**src/rtl/ipa_pkg.sv**
```systemverilog
package ipa_pkg;

    localparam int WORD_W   = 32;
    localparam int DATA_W   = 16;
    localparam int ADDR_W   = 8;

    // Field positions inside the control word
    localparam int OP_BIT   = 0;
    localparam int BUSY_BIT = 7;
    localparam int ADDR_LSB = 8;
    localparam int DATA_LSB = 16;

    typedef enum logic {
        OP_READ  = 1'b0,
        OP_WRITE = 1'b1
    } op_e;

    typedef struct packed {
        op_e                 op;
        logic [ADDR_W-1:0]   addr;
        logic [DATA_W-1:0]   data;
    } cmd_t;

    function automatic cmd_t unpack_cmd(input logic [WORD_W-1:0] w);
        cmd_t c;
        c.op   = op_e'(w[OP_BIT]);
        c.addr = w[ADDR_LSB +: ADDR_W];
        c.data = w[DATA_LSB +: DATA_W];
        return c;
    endfunction

    function automatic logic [WORD_W-1:0] pack_ctrl(input cmd_t c, input logic busy);
        logic [WORD_W-1:0] w;
        w                      = '0;
        w[OP_BIT]              = c.op;
        w[BUSY_BIT]            = busy;
        w[ADDR_LSB +: ADDR_W]  = c.addr;
        w[DATA_LSB +: DATA_W]  = c.data;
        return w;
    endfunction

    function automatic logic [DATA_W-1:0] reg_default(input logic [ADDR_W-1:0] a);
        return {a ^ 8'h5A, a};
    endfunction

endpackage

```
**src/rtl/ipa_cmd_decode.sv**
```systemverilog
module ipa_cmd_decode
    import ipa_pkg::*;
(
    input  logic              bus_valid,
    input  logic              bus_we,
    input  logic              bus_sel,
    input  logic [WORD_W-1:0] bus_wdata,
    input  logic              busy,
    output logic              cmd_start,
    output logic              cmd_drop,
    output logic              err_clr,
    output cmd_t              cmd
);

    logic ctrl_wr;

    always_comb begin
        ctrl_wr   = bus_valid && bus_we && !bus_sel;
        cmd_start = ctrl_wr && !busy;
        cmd_drop  = ctrl_wr && busy;
        err_clr   = bus_valid && bus_we && bus_sel && bus_wdata[0];
        cmd       = unpack_cmd(bus_wdata);
    end

endmodule

```
**src/rtl/ipa_reg_bank.sv**
```systemverilog
module ipa_reg_bank
    import ipa_pkg::*;
#(
    parameter int NUM_REGS    = 56,
    parameter int STATUS_BASE = 48,
    parameter int ACCESS_LAT  = 4
) (
    input  logic              clk,
    input  logic              rst,
    input  logic              req,
    input  cmd_t              req_cmd,
    output logic              done,
    output logic [DATA_W-1:0] rd_data
);

    localparam int IDX_W = $clog2(NUM_REGS);
    localparam int CNT_W = $clog2(ACCESS_LAT + 1);
    localparam logic [ADDR_W:0] NREG_L = (ADDR_W + 1)'(NUM_REGS);
    localparam logic [ADDR_W:0] SBASE_L = (ADDR_W + 1)'(STATUS_BASE);
    localparam logic [CNT_W-1:0] CNT_INIT = CNT_W'(ACCESS_LAT - 1);

    logic [DATA_W-1:0] mem [NUM_REGS];
    cmd_t              pend;
    logic              pending;
    logic [CNT_W-1:0]  cnt;
    logic              in_range;
    logic              writable;
    logic [IDX_W-1:0]  idx;

    always_comb begin
        in_range = {1'b0, pend.addr} < NREG_L;
        writable = in_range && ({1'b0, pend.addr} < SBASE_L);
        idx      = pend.addr[IDX_W-1:0];
        done     = pending && (cnt == '0);
        rd_data  = in_range ? mem[idx] : '0;
    end

    // Fixed-latency access timer
    always_ff @(posedge clk) begin
        if (rst) begin
            pending <= 1'b0;
            cnt     <= '0;
            pend    <= '0;
        end else if (req && !pending) begin
            pending <= 1'b1;
            cnt     <= CNT_INIT;
            pend    <= req_cmd;
        end else if (pending) begin
            if (cnt == '0) begin
                pending <= 1'b0;
            end else begin
                cnt <= cnt - 1'b1;
            end
        end
    end

    // Storage, loaded with the default pattern on reset
    always_ff @(posedge clk) begin
        if (rst) begin
            for (int i = 0; i < NUM_REGS; i++) begin
                mem[i] <= reg_default(ADDR_W'(i));
            end
        end else if (done && pend.op == OP_WRITE && writable) begin
            mem[idx] <= pend.data;
        end
    end

endmodule

```
**src/rtl/ipa_seq.sv**
```systemverilog
module ipa_seq
    import ipa_pkg::*;
(
    input  logic              clk,
    input  logic              rst,
    input  logic              cmd_start,
    input  cmd_t              cmd,
    input  logic              done,
    input  logic [DATA_W-1:0] rd_data,
    output logic              req,
    output logic              busy,
    output cmd_t              ctl
);

    assign req = cmd_start;

    always_ff @(posedge clk) begin
        if (rst) begin
            busy <= 1'b0;
            ctl  <= '0;
        end else if (cmd_start) begin
            busy <= 1'b1;
            ctl  <= cmd;
        end else if (busy && done) begin
            busy <= 1'b0;
            if (ctl.op == OP_READ) begin
                ctl.data <= rd_data;
            end
        end
    end

endmodule

```
**src/rtl/ipa_port.sv**
```systemverilog
module ipa_port
    import ipa_pkg::*;
#(
    parameter int NUM_REGS    = 56,
    parameter int STATUS_BASE = 48,
    parameter int ACCESS_LAT  = 4
) (
    input  logic        clk,
    input  logic        rst,
    input  logic        bus_valid,
    input  logic        bus_we,
    input  logic        bus_sel,
    input  logic [31:0] bus_wdata,
    output logic        bus_ready,
    output logic [31:0] bus_rdata
);

    logic              busy;
    logic              cmd_start;
    logic              cmd_drop;
    logic              err_clr;
    logic              err_sticky;
    logic              req;
    logic              done;
    logic [DATA_W-1:0] rd_data;
    cmd_t              cmd;
    cmd_t              ctl;

    ipa_cmd_decode u_dec (
        .bus_valid (bus_valid),
        .bus_we    (bus_we),
        .bus_sel   (bus_sel),
        .bus_wdata (bus_wdata),
        .busy      (busy),
        .cmd_start (cmd_start),
        .cmd_drop  (cmd_drop),
        .err_clr   (err_clr),
        .cmd       (cmd)
    );

    ipa_seq u_seq (
        .clk       (clk),
        .rst       (rst),
        .cmd_start (cmd_start),
        .cmd       (cmd),
        .done      (done),
        .rd_data   (rd_data),
        .req       (req),
        .busy      (busy),
        .ctl       (ctl)
    );

    ipa_reg_bank #(
        .NUM_REGS    (NUM_REGS),
        .STATUS_BASE (STATUS_BASE),
        .ACCESS_LAT  (ACCESS_LAT)
    ) u_bank (
        .clk     (clk),
        .rst     (rst),
        .req     (req),
        .req_cmd (cmd),
        .done    (done),
        .rd_data (rd_data)
    );

    // Sticky drop flag: a new drop wins over a clear in the same cycle
    always_ff @(posedge clk) begin
        if (rst) begin
            err_sticky <= 1'b0;
        end else if (cmd_drop) begin
            err_sticky <= 1'b1;
        end else if (err_clr) begin
            err_sticky <= 1'b0;
        end
    end

    always_comb begin
        bus_ready = bus_valid;
        bus_rdata = bus_sel ? {31'b0, err_sticky} : pack_ctrl(ctl, busy);
    end

endmodule

```
**config.mk**
```make
export PLATFORM = sky130hd
export DESIGN_NAME = ipa_port
export DESIGN_NICKNAME = d
export VERILOG_FILES = /design/src/rtl/ipa_pkg.sv /design/src/rtl/ipa_cmd_decode.sv /design/src/rtl/ipa_reg_bank.sv /design/src/rtl/ipa_seq.sv /design/src/rtl/ipa_port.sv
export SDC_FILE = /design/constraint.sdc
export NUM_CORES = 1
export LEC_CHECK = 0
export BUFFER_PORTS_ARGS = -buffer_cell sky130_fd_sc_hd__buf_2
export CAP_MARGIN = 25
export CORE_UTILIZATION = 50
export CTS_CLUSTER_DIAMETER = 40
export DETAILED_ROUTE_END_ITERATION = 10
export HOLD_SLACK_MARGIN = 0.12
export PLACE_DENSITY = 0.66
export RECOVER_POWER = 100
export SLEW_MARGIN = 10
export SYNTH_ARGS = -nofsm -noshare
export SYNTH_HDL_FRONTEND = slang
export SYNTH_SLANG_ARGS = --single-unit
```
**constraint.sdc**
```tcl
create_clock -name clk -period 3.6 [get_ports clk]
set_input_delay 0.18 -clock clk [delete_from_list [all_inputs] [get_ports clk]]
set_output_delay 0.18 -clock clk [all_outputs]
set_load 0.02 [all_outputs]
```
==> impl_metrics.env, run 1 <==
export IMPL_status="complete, but fails checks"
export IMPL_violations="capacitance limit, slew limit"
export IMPL_syn_cell_area_um2=47730
export IMPL_critPathCaptureType="flop"
export IMPL_grt_pass1_vias=28130
export IMPL_dpl_hpwl_mm=74.99
export IMPL_fin_crit_ns=3.325
export IMPL_wl_per_cell_um=26.09
export IMPL_holdPathStages=4
export IMPL_drtPass1Iterations=6
export IMPL_drc=0
export IMPL_hold_viol_final=0
export IMPL_criticalPathCategory="in -> reg"
export IMPL_clk_pin_slew_ns=0.05
export IMPL_cts_tree="done"
export IMPL_critPathArrivalTime_ns=3.71
export IMPL_drv_cap=8
export IMPL_r2r_end="u_bank.pend[2]$_SDFFE_PP0P_"
export IMPL_max_slew_margin_rel=-0.9330
export IMPL_antenna_found_initial=6
export IMPL_holdPathEnd="u_bank.pend[8]$_SDFFE_PP0P_"
export IMPL_synth_top_area_share=0.6442
export IMPL_grt_max_degree=136
export IMPL_cp_slowest_stage_delay_ns=2.04
export IMPL_grtUsageMet2=0.4038
export IMPL_holdCritStartpoint="bus_wdata[24]"
export IMPL_p_leak_uw=0.01743
export IMPL_maxSlewViolCount=461
export IMPL_ctsHoldBuffers=35
export IMPL_die_w_um=311.0
export IMPL_cts_resized=0
export IMPL_clk_latency_ns=0.75
export IMPL_finalClockSkew_ns=0.01809
export IMPL_netlist_instances=2986
export IMPL_core_um2=93890
export IMPL_drt_wl_total_mm=122.1
export IMPL_irDropWorstVdd_mv=0.5256
export IMPL_fin_crit_sh=0.9236
export IMPL_ff2ff_setup_slack_ns=0.28
export IMPL_drtIter0Drc=3359
export IMPL_setup_viol_count_final=0
export IMPL_yosysSeqAreaShare=0.6702
export IMPL_fmax_mhz=300.8
export IMPL_worstPathBufferInverterCount=3
export IMPL_use_met1=0.3504
export IMPL_hold_ws_ns=0.2548
export IMPL_busiest_layer="met2"
export IMPL_area_growth_pct=16.48
export IMPL_fillers=7166
export IMPL_drtAntennaViolNets=0
export IMPL_r2r_start="u_seq.busy$_SDFFE_PP0P_"
export IMPL_cts_setup_buffers=0
export IMPL_yosysWarnings=0
export IMPL_tightest_slew_ns=2.900
export IMPL_yosys_area_top_type="edfxtp_1"
export IMPL_rows=112
export IMPL_rsz0062_at_grt="false"
export IMPL_required_ns=3.98
export IMPL_reg2regPathDepth=8
export IMPL_die_area_um2=96710
export IMPL_die_h_um=311.0
export IMPL_grt_usage=0.2554
export IMPL_ys_ff_latch=1086
export IMPL_start_util=0.5084
export IMPL_critical_path_cell_chain="clkbuf_8 -> buf_4 -> buf_2 -> or2_2"
export IMPL_min_path_type="in -> reg"
export IMPL_grtUsageMet3=0.05525
export IMPL_cts_buffers=144
export IMPL_nNetsFinal=3346
export IMPL_ios=70
export IMPL_cts_sinks=1086
export IMPL_vias=27580
export IMPL_clockBufferDepth=3
export IMPL_port_buffers=56
export IMPL_drive_above_1_share=0.1939
export IMPL_cellPowerDensity_nw_per_um2=542.0
export IMPL_cp_max_fo=135
export IMPL_grt_pass1_wl_mm=180.7
export IMPL_fin_tns_setup_ns=0
export IMPL_synth_area_top_cells="edfxtp_1 64%, mux4_2 13%, and2_1 5.9%"
export IMPL_ys_types=39
export IMPL_place_congestion=0.8749
export IMPL_overflow=0
export IMPL_cts_root_buf="clkbuf_16"
export IMPL_crit_slowest_cell="buf_2"
export IMPL_syn_area_per_cell_um2=15.99
export IMPL_cp_start_kind="input pin"
export IMPL_htree_levels=4
export IMPL_vias_per_cell=5.893
export IMPL_cp_top_family="buffers and inverters"
==> registers in the layout (all words and copies together), names as in the netlist, named ones only <==
| register | count |
|---|---|
| u_bank.cnt | 3 |
| u_bank.pend | 19 |
| u_bank.mem | 1024 |
| u_bank.pending | 1 |
| err_sticky | 1 |
| u_bank.idx | 6 |
| u_seq.ctl | 25 |
| u_seq.busy | 1 |
==> layout make-up <==
cell class | instances | area, µm² | share of cell area
antenna | 1 | 2.502 | 0.00004501
clock buffer | 174 | 3797 | 0.06830
clock inverter | 90 | 1074 | 0.01931
inverter | 4 | 15.01 | 0.0002701
multi-input combinational | 1842 | 15450 | 0.2779
sequential | 1086 | 32000 | 0.5756
tap | 1254 | 1569 | 0.02822
timing repair buffer | 229 | 1688 | 0.03036
==> synth_stat cells, drive strengths merged <==
library cell,number
ha,2
clkbuf,262
conb,2
and2,449
or3b,1
mux2,1
a311oi,2
nand2b,9
a22o,16
nor2,62
and3,17
inv,4
nor4bb,2
nor4,4
nor3b,1
or3,322
nand3b,4
nand2,109
buf,52
a22oi,16
nor2b,29
a21bo,1
o2111ai,32
or2,56
and3b,1
mux2i,97
edfxtp,1024
dfxtp,62
nor3,1
a31oi,1
nand3,4
a21oi,53
mux4,272
o221ai,16
==> worst max-delay path by stage <==
stage / startpoint / end / slack, ns / cells after the start
6_report: rst / u_bank.mem[25][4]$_SDFFCE_PN1P_ / 0.28 / 4
5_1_grt: u_bank.cnt[0]$_SDFFE_PP0P_ / u_bank.mem[6][10]$_SDFFCE_PN1P_ / 0.15 / 8
4_1_cts: u_bank.cnt[0]$_SDFFE_PP0P_ / u_bank.mem[46][7]$_SDFFCE_PN0P_ / 0.48 / 8
3_5_place_dp: u_bank.cnt[0]$_SDFFE_PP0P_ / u_bank.mem[46][14]$_SDFFCE_PN1P_ / 0.48 / 8
3_3_place_gp: u_bank.cnt[0]$_SDFFE_PP0P_ / u_bank.mem[38][9]$_SDFFCE_PN0P_ / 0.56 / 8
2_1_floorplan: u_bank.cnt[0]$_SDFFE_PP0P_ / u_bank.mem[23][0]$_SDFFCE_PN1P_ / 1.24 / 8
==> worst min-delay path, stage by stage <==
cell,delay (ns)
dlygate4sd3_1,0.54
buf_2,0.15
nand2_1,0.05
a21oi_1,0.05
==> placed cells by master, fill, tap and decap left out, drive strengths merged, types with 4 or more instances in the layout <==
cell         count
a21oi           53
a22o            16
a22oi           16
and2           449
and3            17
buf            107
bufinv          15
clkbuf         261
clkinv          49
clkinvlp         9
conb           262
dfxtp           62
dlygate4sd3     35
edfxtp        1024
inv             21
mux2i           97
mux4           272
nand2          109
nand2b           9
nand3            4
nand3b           4
nor2            62
nor2b           29
nor4             4
o2111ai         32
o221ai          16
or2             56
or3            322
==> power breakdown <==
part | total (µW) | switching, µW | leakage, µW | internal (µW)
Clock | 14300 | 5620 | 0.00236 | 8720
Combinational | 1380 | 892 | 0.00519 | 490
Sequential | 14400 | 188 | 0.00988 | 14200
==> per-stage QoR <==
| step | utilization | total power (µW) | setup slack (ns) | area (µm²) | std cells |
|---|---|---|---|---|---|
| 6_report | 0.5922 | 30130 | 0.2751 | 55600 | 4680 |
| 5_1_grt | 0.5921 | 30900 | 0.1462 | 55600 | 4679 |
| 4_1_cts | 0.5955 | 30290 | 0.4773 | 55910 | 4678 |
| 3_5_place_dp | 0.5399 | 16000 | 0.4796 | 50690 | 4379 |
| 3_3_place_gp | 0.5380 | 15930 | 0.5562 | 50520 | 4371 |
| 2_1_floorplan | - | 15440 | 1.237 | 48710 | 3246 |
==> logic make-up after synthesis <==
kind of cell,share of synthesized area
compound gates,0.02052
mux,0.1489
fa+ha+maj,0.0005242
other cells,0.0001573
flops,0.6702
simple gates,0.1321
buf+inv,0.02763
==> routing by layer <==
layer	wire [µm]	vias to the layer above	part of all wire
met2	58420	1365	0.48
met5	0	-	0
met4	3976	0	0.033
met3	11730	230	0.096
li1	-	11850	-
met1	47980	14130	0.39
Note: power is estimated with default switching activity, not from simulation.
==> inputs of run 2 (changes only) <==
ABC_AREA = 1   (was not set)
SLEW_MARGIN = 5   (was 10)
==> run 2 against run 1 <==
Against the previous run: the run still ends with capacitance limit, slew limit left; critical path depth is 2 higher; wire length grew 4.6%; final area up 0.66%; power increased by 3.8%; area after synthesis increased by 3.0%; via count up 26%; die area rose by 3.0%; hold slack gained 0.027 ns; sequential share of layout area is 0.38 points lower; combinational power is 73% higher; first-iteration DRC count increased by 12%; synthesized cell count grew 62%.
==> impl_metrics.env, run 2 <==
export IMPL_status="complete, but fails checks"
export IMPL_violations="capacitance limit, slew limit"
export IMPL_fmax_mhz=314.5
export IMPL_fin_crit_ns=3.180
export IMPL_die_w_um=315.6
export IMPL_vias_per_cell=5.388
export IMPL_synth_top_cells_by_count="1698 x nand2_1, 1024 x edfxtp_1, 865 x nand3_1, 270 x nor2_1, 220 x nor2_2"
export IMPL_fin_area_um2=55970
export IMPL_dp_cells=6150
export IMPL_synth_edff_count=1024
export IMPL_yosys_area_top_type="edfxtp_1"
export IMPL_cts_buffers=142
export IMPL_final_cell_mix="1698 x nand2_1, 1024 x edfxtp_1, 865 x nand3_1, 338 x nor2_1, 262 x conb_1"
export IMPL_antenna_cells=0
export IMPL_cts_root_buf="clkbuf_16"
export IMPL_drtAntennaViolNets=0
export IMPL_ys_ff_latch=1086
export IMPL_core_um2=96990
export IMPL_irDropWorstVdd_mv=0.5351
export IMPL_fin_cells=6447
export IMPL_cts_resized=0
export IMPL_rows=114
export IMPL_largest_reg_flops=1024
export IMPL_cts_tree="done"
export IMPL_tightest_slew_ns=1.864
export IMPL_cellPowerDensity_nw_per_um2=558.8
export IMPL_drtPass1Iterations=8
export IMPL_fin_util=0.5770
export IMPL_clockBufferDepth=3
export IMPL_grt_pass1_wl_mm=193.3
export IMPL_ios=70
export IMPL_nNetsFinal=5093
export IMPL_max_slew_margin_rel=-0.2424
export IMPL_syn_area_per_cell_um2=10.18
export IMPL_rsz0062_at_grt="false"
export IMPL_synth_top_area_share=0.6253
export IMPL_cp_max_fo=16
export IMPL_layout_commonest_cell="nand2_1"
export IMPL_drive_above_1_share=0.1193
export IMPL_p_leak_uw=0.02046
export IMPL_largest_registers="u_bank.mem x1024, u_seq.ctl x25, u_bank.pend x19"
export IMPL_cts_sinks=1086
export IMPL_place_area_um2=51250
export IMPL_fin_crit_sh=0.8833
export IMPL_die_area_um2=99600
export IMPL_ys_types=30
export IMPL_cp_start_kind="flop"
export IMPL_criticalPathCategory="reg -> reg"
export IMPL_grt_pass1_vias=32470
export IMPL_hold_viol_final=0
export IMPL_drc=0
export IMPL_synth_flop_cell="edfxtp_1"
export IMPL_htree_levels=4
export IMPL_synth_area_top_cells="edfxtp_1 63%, nand2_1 13%, nand3_1 8.8%"
export IMPL_drv_cap=2
export IMPL_finalClockSkew_ns=0.01895
export IMPL_grt_usage=0.2579
export IMPL_antenna_found_initial=1
export IMPL_start_util=0.5070
export IMPL_critical_path_cell_chain="inv_1 -> nor3_1 -> inv_1 -> nor2_4 -> inv_1 -> nand2_1"
export IMPL_syn_cell_area_um2=49170
export IMPL_grt_max_degree=98
export IMPL_clk_latency_ns=0.74
export IMPL_path_common_cell="inv_1"
export IMPL_yosysMostFrequentCell="nand2_1"
export IMPL_required_ns=3.95
export IMPL_fillers=8189
export IMPL_clk_pin_slew_ns=0.06
export IMPL_worstPathBufferInverterCount=3
export IMPL_critPathCaptureType="flop"
export IMPL_yosysSeqAreaShare=0.6506
export IMPL_cp_top_family="simple AND/OR/NAND/NOR gates"
export IMPL_cts_setup_buffers=0
export IMPL_die_h_um=315.6
export IMPL_critPathArrivalTime_ns=3.53
export IMPL_drtIter0Drc=3749
export IMPL_overflow=0
export IMPL_vias=34740
export IMPL_netlist_instances=4829
export IMPL_min_path_type="in -> reg"
export IMPL_crit_slowest_cell="nand2_1"
export IMPL_setup_viol_count_final=0
export IMPL_drt_wl_total_mm=127.7
export IMPL_async_reset_ff_frac=0
export IMPL_dpl_hpwl_mm=78.60
export IMPL_fin_tns_setup_ns=0
export IMPL_place_congestion=0.9312
export IMPL_area_growth_pct=13.82
export IMPL_ctsHoldBuffers=35
export IMPL_cp_slowest_stage_delay_ns=0.66
export IMPL_wl_per_cell_um=19.80
export IMPL_yosysWarnings=0
export IMPL_maxSlewViolCount=138
export IMPL_port_buffers=56
export IMPL_max_flop_register="u_bank.mem"
run 2: cell count changes after synthesis, moves of 208 or more:
cell / change
and2_1: -449
mux4_2: -272
nand2_1: +1589
nand3_1: +861
nor2_1: +208
nor2_2: +220
or3_1: -322
run 2: cell families (layout without fill, tap and decap cells):
kind of cell / after synthesis / after routing / share of synthesized area
and+or+nand+nor: 3114 / 3114 / 0.2854
DFF: 1086 / 1086 / 0.6506
buffers and inverters: 505 / 587 / 0.05079
AOI/OAI and AO/OA: 119 / 119 / 0.01239
adders and majority gates: 2 / 2 / 0.0005088
other: 2 / 262 / 0.0001527
xor gates and xnor gates: 1 / 1 / 0.0001781
run 2: layout make-up:
class                           count  area (µm²)  share of cell area
Timing Repair Buffer              194        1708             0.03052
Inverter                          132       556.8            0.009948
Clock inverter                     98        1202             0.02148
Tap cell                         1276        1597             0.02853
Sequential cell                  1086       32000              0.5718
Clock buffer                      163        3706             0.06622
Multi-Input combinational cell   3498       15190              0.2715
run 2: worst min-delay path, cell delays in order:
cell           delay (ns)
dlygate4sd3_1        0.52
buf_2                0.14
nand2_1              0.07
a21oi_1              0.05
run 2: layer usage:
layer / global-route usage / part of all wire / vias up
li1: - / - / 16430
met5: 0 / 0 / -
met4: 0.08641 / 0.029 / 0
met2: 0.3960 / 0.46 / 1485
met1: 0.3638 / 0.42 / 16600
met3: 0.05779 / 0.094 / 221
run 2: power by group:
part	switching, µW	leakage (µW)	internal [µW]
Clock	5510	0.00237	8990
Combinational	1820	0.00821	564
Sequential	148	0.00988	14200
run 2: path summary, 6_finish.rpt:
| check | slack [ns] | to | depth (start not counted) | from |
|---|---|---|---|---|
| setup / recovery | 0.42 | u_bank.mem[24][13]$_SDFFCE_PN0P_ | 6 | u_bank.idx[3]$_SDFFE_PP0P_ |
| hold / removal | 0.28 | u_seq.ctl[24]$_SDFFE_PP0P_ | 4 | bus_wdata[0] |
| hold reg to reg | 0.46 | u_seq.ctl[22]$_SDFFE_PP0P_ | 2 | u_seq.ctl[22]$_SDFFE_PP0P_ |
| setup reg to reg | 0.42 | u_bank.mem[24][13]$_SDFFCE_PN0P_ | 6 | u_bank.idx[3]$_SDFFE_PP0P_ |
run 2: metrics by stage:
stage	total power (µW)	setup slack, ns	hold WS (ns)
after floorplan	16050	1.391	0.3246
after global placement	16920	0.7587	0.4427
after detailed placement	16970	0.7026	0.4486
after global routing	32180	0.2791	0.2721
after CTS	31410	0.6855	0.1467
final	31280	0.4202	0.2820
